File: src/rtl/mcr_pkg.sv
package mcr_pkg;

    // One-shot machine states
    typedef enum logic [1:0] {
        ST_IDLE  = 2'd0,
        ST_TIMED = 2'd1,
        ST_GAP   = 2'd2
    } os_state_t;

    function automatic int max_int(input int a, input int b);
        return (a > b) ? a : b;
    endfunction

endpackage

File: src/rtl/mcr_edge_pulser.sv
module mcr_edge_pulser (
    input  logic clk,
    input  logic rst,
    input  logic din_i,
    output logic edge_o
);

    logic din_q;

    // one fast-cycle delay of the data
    always_ff @(posedge clk) begin
        if (rst) begin
            din_q <= 1'b0;
        end else begin
            din_q <= din_i;
        end
    end

    // pulse while the live sample differs from the delayed one
    assign edge_o = din_i ^ din_q;

endmodule

File: src/rtl/mcr_one_shot.sv
module mcr_one_shot
    import mcr_pkg::*;
#(
    parameter int HOLD_CYC = 50,
    parameter int GAP_CYC  = 50
) (
    input  logic clk,
    input  logic rst,
    input  logic trig_i,
    output logic pulse_o,
    output logic expire_o
);

    localparam int CNT_MAX = max_int(HOLD_CYC, GAP_CYC);
    localparam int CW      = $clog2(CNT_MAX + 1);
    localparam logic [CW-1:0] HOLD_LAST = CW'(HOLD_CYC - 1);
    localparam logic [CW-1:0] GAP_LAST  = CW'(GAP_CYC - 1);

    os_state_t     state_q, state_d;
    logic [CW-1:0] cnt_q, cnt_d;

    // state register
    always_ff @(posedge clk) begin
        if (rst) begin
            state_q <= ST_IDLE;
            cnt_q   <= '0;
        end else begin
            state_q <= state_d;
            cnt_q   <= cnt_d;
        end
    end

    // next state: FIRE beats EXPIRE and SELF
    always_comb begin
        state_d = state_q;
        cnt_d   = cnt_q;
        if (trig_i) begin
            state_d = ST_TIMED;
            cnt_d   = '0;
        end else begin
            unique case (state_q)
                ST_IDLE: begin
                    state_d = ST_IDLE;
                    cnt_d   = '0;
                end
                ST_TIMED: begin
                    if (cnt_q == HOLD_LAST) begin
                        state_d = ST_GAP;
                        cnt_d   = '0;
                    end else begin
                        cnt_d = cnt_q + CW'(1);
                    end
                end
                ST_GAP: begin
                    if (cnt_q == GAP_LAST) begin
                        state_d = ST_TIMED;
                        cnt_d   = '0;
                    end else begin
                        cnt_d = cnt_q + CW'(1);
                    end
                end
                default: begin
                    state_d = ST_IDLE;
                    cnt_d   = '0;
                end
            endcase
        end
    end

    // outputs
    always_comb begin
        pulse_o  = 1'b0;
        expire_o = 1'b0;
        unique case (state_q)
            ST_IDLE:  pulse_o = 1'b0;
            ST_TIMED: begin
                pulse_o  = 1'b1;
                expire_o = (cnt_q == HOLD_LAST) && !trig_i;
            end
            ST_GAP:   pulse_o = 1'b0;
            default:  pulse_o = 1'b0;
        endcase
    end

    AST_FIRE_RESTART: assert property (@(posedge clk) disable iff (rst)
        trig_i |=> (state_q == ST_TIMED && cnt_q == '0));
    AST_CNT_RANGE: assert property (@(posedge clk) disable iff (rst)
        (state_q == ST_TIMED) |-> (cnt_q <= HOLD_LAST));
    AST_TIMED_WIDTH: assert property (@(posedge clk) disable iff (rst)
        $fell(pulse_o) |-> ($past(cnt_q) == HOLD_LAST && !$past(trig_i)));
    AST_SELF_RETRIG: assert property (@(posedge clk) disable iff (rst)
        ($rose(pulse_o) && !$past(trig_i)) |->
            ($past(state_q) == ST_GAP && $past(cnt_q) == GAP_LAST));

endmodule

File: src/rtl/mcr_retime.sv
module mcr_retime (
    input  logic clk,
    input  logic rst,
    input  logic smp_en_i,
    input  logic din_i,
    output logic dout_o
);

    // decision register, loaded only at the recovered clock edge
    always_ff @(posedge clk) begin
        if (rst) begin
            dout_o <= 1'b0;
        end else if (smp_en_i) begin
            dout_o <= din_i;
        end
    end

    AST_HOLD_BIT: assert property (@(posedge clk) disable iff (rst)
        !smp_en_i |=> $stable(dout_o));

endmodule

File: src/rtl/mono_cdr.sv
module mono_cdr #(
    parameter int OVERSAMPLE = 100,
    parameter int HOLD_CYC   = OVERSAMPLE / 2,
    parameter int GAP_CYC    = OVERSAMPLE - HOLD_CYC
) (
    input  logic clk,
    input  logic rst,
    input  logic din,
    output logic rclk,
    output logic dout,
    output logic edge_stb
);

    logic trig;
    logic os_pulse;
    logic os_expire;

    mcr_edge_pulser u_edge (
        .clk    (clk),
        .rst    (rst),
        .din_i  (din),
        .edge_o (trig)
    );

    mcr_one_shot #(
        .HOLD_CYC (HOLD_CYC),
        .GAP_CYC  (GAP_CYC)
    ) u_oneshot (
        .clk      (clk),
        .rst      (rst),
        .trig_i   (trig),
        .pulse_o  (os_pulse),
        .expire_o (os_expire)
    );

    mcr_retime u_retime (
        .clk      (clk),
        .rst      (rst),
        .smp_en_i (os_expire),
        .din_i    (din),
        .dout_o   (dout)
    );

    assign rclk     = ~os_pulse;
    assign edge_stb = trig;

    AST_SAMPLE_AT_RISE: assert property (@(posedge clk) disable iff (rst)
        $rose(rclk) |-> $past(os_expire));
    AST_RESET_IDLE: assert property (@(posedge clk)
        $past(rst) |-> (rclk && !dout));

endmodule

File: config.mk
export PLATFORM = sky130hd
export DESIGN_NAME = mono_cdr
export DESIGN_NICKNAME = d
export VERILOG_FILES = /design/src/rtl/mcr_pkg.sv /design/src/rtl/mcr_edge_pulser.sv /design/src/rtl/mcr_one_shot.sv /design/src/rtl/mcr_retime.sv /design/src/rtl/mono_cdr.sv
export SDC_FILE = /design/constraint.sdc
export NUM_CORES = 1
export LEC_CHECK = 0
export ABC_CLOCK_PERIOD_IN_PS = 1750
export BUFFER_PORTS_ARGS = -buffer_cell sky130_fd_sc_hd__buf_2
export CAP_MARGIN = 0
export CORE_AREA = 8 8 45 47
export CTS_CLUSTER_SIZE = 25
export DETAILED_ROUTE_END_ITERATION = 6
export DIE_AREA = 0 0 53 55
export GPL_ROUTABILITY_DRIVEN = 0
export PLACE_DENSITY = 0.62
export SETUP_SLACK_MARGIN = 0.3
export SLEW_MARGIN = 20
export SYNTH_ARGS = -nofsm -noshare
export SYNTH_HDL_FRONTEND = slang
export SYNTH_SLANG_ARGS = --single-unit
export TNS_END_PERCENT = 5
File: constraint.sdc
create_clock -name clk -period 1.75 [get_ports clk]
set_clock_uncertainty 0.15 [all_clocks]
set_input_delay 0.0875 -clock clk [delete_from_list [all_inputs] [get_ports clk]]
set_output_delay 0.0875 -clock clk [all_outputs]
set_load 0.005 [all_outputs]
* Word level (Yosys, flattened, before mapping) *
Index checks and enable logic that the tools add are counted.

word-level totals
  bits of input ports = 3
  output and inout port bits = 3
  register bits after elaboration = 10

operators by class
  equality and inequality tests = 7
  bitwise operators = 3
  muxes and demuxes = 6
  reductions and logical operators = 7
  $add $sub $neg = 1

operators by type and width
  kind                                                              number
  6-bit by 1-bit adder with 6-bit output (second input constant)    1
  6-bit == test (second input constant)                             1
  3-bit by 1-bit != test with 1-bit output (second input constant)  2
  2-bit two-way mux                                                 2
  2-bit by 1-bit != test with 1-bit output (second input constant)  2
  2-bit one-hot mux with 2 select lines                             1
  2-bit AND reduction                                               2
  2-bit OR reduction                                                2
  4-bit OR reduction                                                1
  1-bit two-way mux                                                 3
  2-bit by 1-bit == test with 1-bit output (second input constant)  1
  2-bit == test (second input constant)                             1
  1-bit inverter                                                    2
  1-bit logical AND                                                 1
  1-bit zero test                                                   1
  1-bit XOR                                                         1

* Depth between registers and ports, before layout *
  word-level depth = 4
  gate-level depth with buffers = 5

* By module *
Synthesis repeated with hierarchy kept, for this count alone.

unflattened totals
  cells, all modules = 52
  area, all modules = 493.0 µm²

by module, submodules not included
  module           cells each  sequential area each (µm²)  times used  area an instance (µm²)
  mcr_one_shot     45          160.2                       1           420.4
  mcr_edge_pulser  3           20.0                        1           35.0
  mcr_retime       3           20.0                        1           33.8
  mono_cdr         1           0.0                         1           3.8

* Worst setup path after synthesis *
No wires, ideal clock.

  path kind = register to register
  start = reg u_oneshot.cnt_q[1]
  end = reg u_oneshot.cnt_q[2]
  slack = 0.279 ns
  period minus slack after synthesis = 1.471 ns
  cell stages (with the launch flop) = 6
  arrival = 1.244 ns
  setup time = 0.078 ns
  buffers on the path = 0
  cells stage by stage = dfxtp_1 -> inv_1 -> ha_1 -> nor4bb_4 -> a211o_2 -> nor3_1

on the way
  cells in the longest elaborated chain, start to end = 2

RTL lines
  what                                                                                            RTL line            text
  start: declaration                                                                              mcr_one_shot.sv:20  logic [CW-1:0] cnt_q, cnt_d;
  start signal: assignment                                                                        mcr_one_shot.sv:29  cnt_q <= cnt_d;
  parallel branches: the longest is 2 deep, another holds 6-bit by 1-bit adder with 6-bit output  --

Several ways; the timed one is not identified.
A chain may end at the register's enable or synchronous reset.

* Worst setup path in the final report *
  start = reg u_oneshot.cnt_q[0]
  end = reg u_oneshot.state_q[0]

on the way
  cells in the longest elaborated chain, start to end = 3

RTL lines
  what                                                       RTL line                                text
  6-bit == test *                                            mcr_one_shot.sv:47, mcr_one_shot.sv:55
  3-bit by 1-bit != test with 1-bit output (no source line)  --
  2-bit AND reduction (no source line) *                     --
  end signal: assignment                                     mcr_one_shot.sv:28                      state_q <= state_d;
  end: declaration                                           mcr_one_shot.sv:19                      os_state_t state_q, state_d;

Mark *: on every way between the ends. The rest lies on a longest branch, timed or not.

==> impl_metrics.yaml <==
outcome:
  status: "finished clean"
critical_path:
  path_class: "flip-flop to flip-flop"
  cp.arrival_ns: 1.56
  worstPathRequired_ns: 1.75
  path_max_fanout: 4
  worst_setup_path_start_kind: "flip-flop"
  end_kind: "flip-flop"
sta:
  tightest_slew_ns: 0.507
  rsz0062_at_grt: "true"
  period_minus_slack_ns: 1.56
  hold_violations: 0
  finalSetupViolations: 0
  fin_tns_setup_ns: 0
  slew_violations: 0
  max_freq_mhz: 641
  fin_crit_sh_pct: 89.2
  relSlewSlack_pct: 66.1
synthesis:
  synth_compound_area_share_pct: 14.1
  syn_avg_cell_area_um2: 9.89
  ys_top_cells_by_area: "dfxtp_1 (38%), ha_1 (12%), nor3_1 (5.7%)"
  yosys_register_bits: 10
  synth_xor_area_share_pct: 6.68
  synthSimpleGateAreaFrac_pct: 23.4
  syn_nets: 61
  yosysUniqueCellTypes: 22
  netlist_area_um2: 524
  yosysWarningCount: 0
  synth_top_family_by_area: "simple AND/OR/NAND/NOR gates"
  synth_cells: 53
  muxShareOfSynthArea_pct: 2.15
  yosys.area.top_type: "dfxtp_1"
  synth_top_area_share_pct: 38.2
  synth-seq-area-share_pct: 38.2
  synthAdderAreaFrac_pct: 11.9
cts:
  cts_tree: "built"
  numCtsBuffers: 3
  path_clk_slew_ns: 0.06
  cts_max_level: 1
  clockBufferDepth: 2
  clk_latency_ns: 0.27
  clock_sinks: 10
  cts_root_buf: "clkbuf_4"
run:
  max_cap_violations: 0
final_layout:
  area_growth_pct: 25.1
  insertedDiodeCount: 0
  layout.nets: 74
  seq_area_um2: 203
  fin_area_um2: 656
  drive_above_1_share_pct: 35.9
  fillers: 138
  multi_input_area_um2: 339
global_route:
  grt_pass1_vias: 401
  grt_max_degree: 8
  grt_pass1_wl_um: 1740
  gr-total-overflow: 0
  antenna_found_initial: 0
  grtUsageTotal_pct: 8.16
floorplanning:
  die_w_um: 53
  start_util_pct: 37.9
  core_um2: 1380
  dieArea_um2: 2920
  num_rows: 14
  ioPinCount: 6
  die_h_um: 55
routing:
  vias_per_cell: 5.20
  firstDrtPassIters: 4
  drtIter0Drc: 8
  ant_nets: 0
  wl_per_cell_um: 13.2
  drt_wl_total_um: 1060
  drc: 0
  via_count: 416
placed_design:
  dpl-instance-area_um2: 569
  port_buffers: 5
  place_hpwl_um: 720
pwr:
  vdd_ir_drop_max_uv: 403
  p_leak_nw: 0.231
  powerDensity_nw_per_um2: 708
hold_path:
  hp-class: "input port to flip-flop"
[report_power, final]
| group | total, mW | internal, mW | switching [mW] | leakage, nW |
|---|---|---|---|---|
| combinational | 0.0692 | 0.0321 | 0.0371 | 0.135 |
| clock | 0.155 | 0.0793 | 0.0758 | 0.0138 |
| sequential | 0.240 | 0.234 | 0.00590 | 0.0821 |
[worst max-delay path: stages (launching register included)]
cell and delay, ns:
dfxtp_2 0.36, ha_2 0.18, nor4bb_4 0.32, a21oi_1 0.13, o311a_1 0.31
[cell families after synthesis]
family | Yosys count
multiplexers | 1
AND/OR/NAND/NOR | 18
adder cells (fa/ha/maj) | 5
buffers and inverters | 5
XOR/XNOR | 4
flip-flops | 10
AO/OA/AOI/OAI | 10
[sequential cells by signal, indices dropped and copies added, names as in the netlist]
| register | count |
|---|---|
| u_oneshot.cnt_q | 6 |
| u_edge.din_q | 1 |
| u_oneshot.state_q | 2 |
| u_retime.dout_o | 1 |
[cell type report]
class                   instances  share of cell area (%)
well taps                      16                    3.05
inverters                       5                    2.86
clock buffers                   3                    3.44
multi-input cells              38                    51.7
flip-flops and latches         10                    30.9
repair buffers                  8                    8.02
[final timing paths]
| kind | depth (start not counted) | startpoint | to | slack [ns] |
|---|---|---|---|---|
| worst min-delay path | 3 | din | u_retime.dout_o | 0.03 |
| worst min register to register | 1 | u_oneshot.cnt_q[0] | u_oneshot.cnt_q[0] | 0.30 |
| worst max register to register | 4 | u_oneshot.cnt_q[0] | u_oneshot.state_q[0] | 0.19 |
| worst max-delay path | 4 | u_oneshot.cnt_q[0] | u_oneshot.state_q[0] | 0.19 |
[per-layer routing]
metal,GRT usage (%),share of wire (%)
met3,5.08,9.4
met1,8.85,42
met2,12.9,46
met5,0,0
met4,2.59,2.6
[cells in the final DEF, fill, tap and decap left out, types with 2 or more instances in the layout]
master	count
ha_1	4
nor3_1	2
inv_1	5
dfxtp_2	2
buf_2	5
dfxtp_1	8
nor3_2	4
xor2_1	3
dlygate4sd3_1	2
clkbuf_4	3
o21ai_0	3
or3_1	2
nand2_1	3
[Yosys cell counts]
library cell  number
dfxtp_1           10
nor3_1             6
ha_1               5
inv_1              5
nand2_1            3
o21ai_0            3
xor2_1             3
a211o_2            2
a21oi_1            2
or3_1              2
a211oi_2           1
a31oi_1            1
mux2_2             1
nand3_1            1
nand3_2            1
nand4bb_1          1
nor2_1             1
nor2b_1            1
nor3b_1            1
nor4bb_4           1
o311a_1            1
xnor2_1            1
[through the flow]
| step | hold slack (ns) | setup slack (ns) | power (mW) | cells | util [%] |
|---|---|---|---|---|---|
| 6_report | 0.0326 | 0.190 | 0.464 | 80 | 47.4 |
| 3_5_place_dp | 0.190 | 0.186 | 0.301 | 74 | 41.1 |
| 2_1_floorplan | 0.00691 | 0.281 | 0.282 | 53 | - |
| 3_3_place_gp | 0.192 | 0.209 | 0.300 | 74 | 41.1 |
| 4_1_cts | 0.0293 | 0.225 | 0.466 | 79 | 46.1 |
| 5_1_grt | 0.0798 | 0.122 | 0.491 | 80 | 47.4 |
[timing repair]
item,CTS,global route
resized for setup,7,2
setup buffers,0,1
setup endpoints to repair,10,10
endpoints found under the hold margin,2,0
cloned,0,0
pin swaps,4,1
hold buffers,2,0
(Power assumes the default switching activity.)
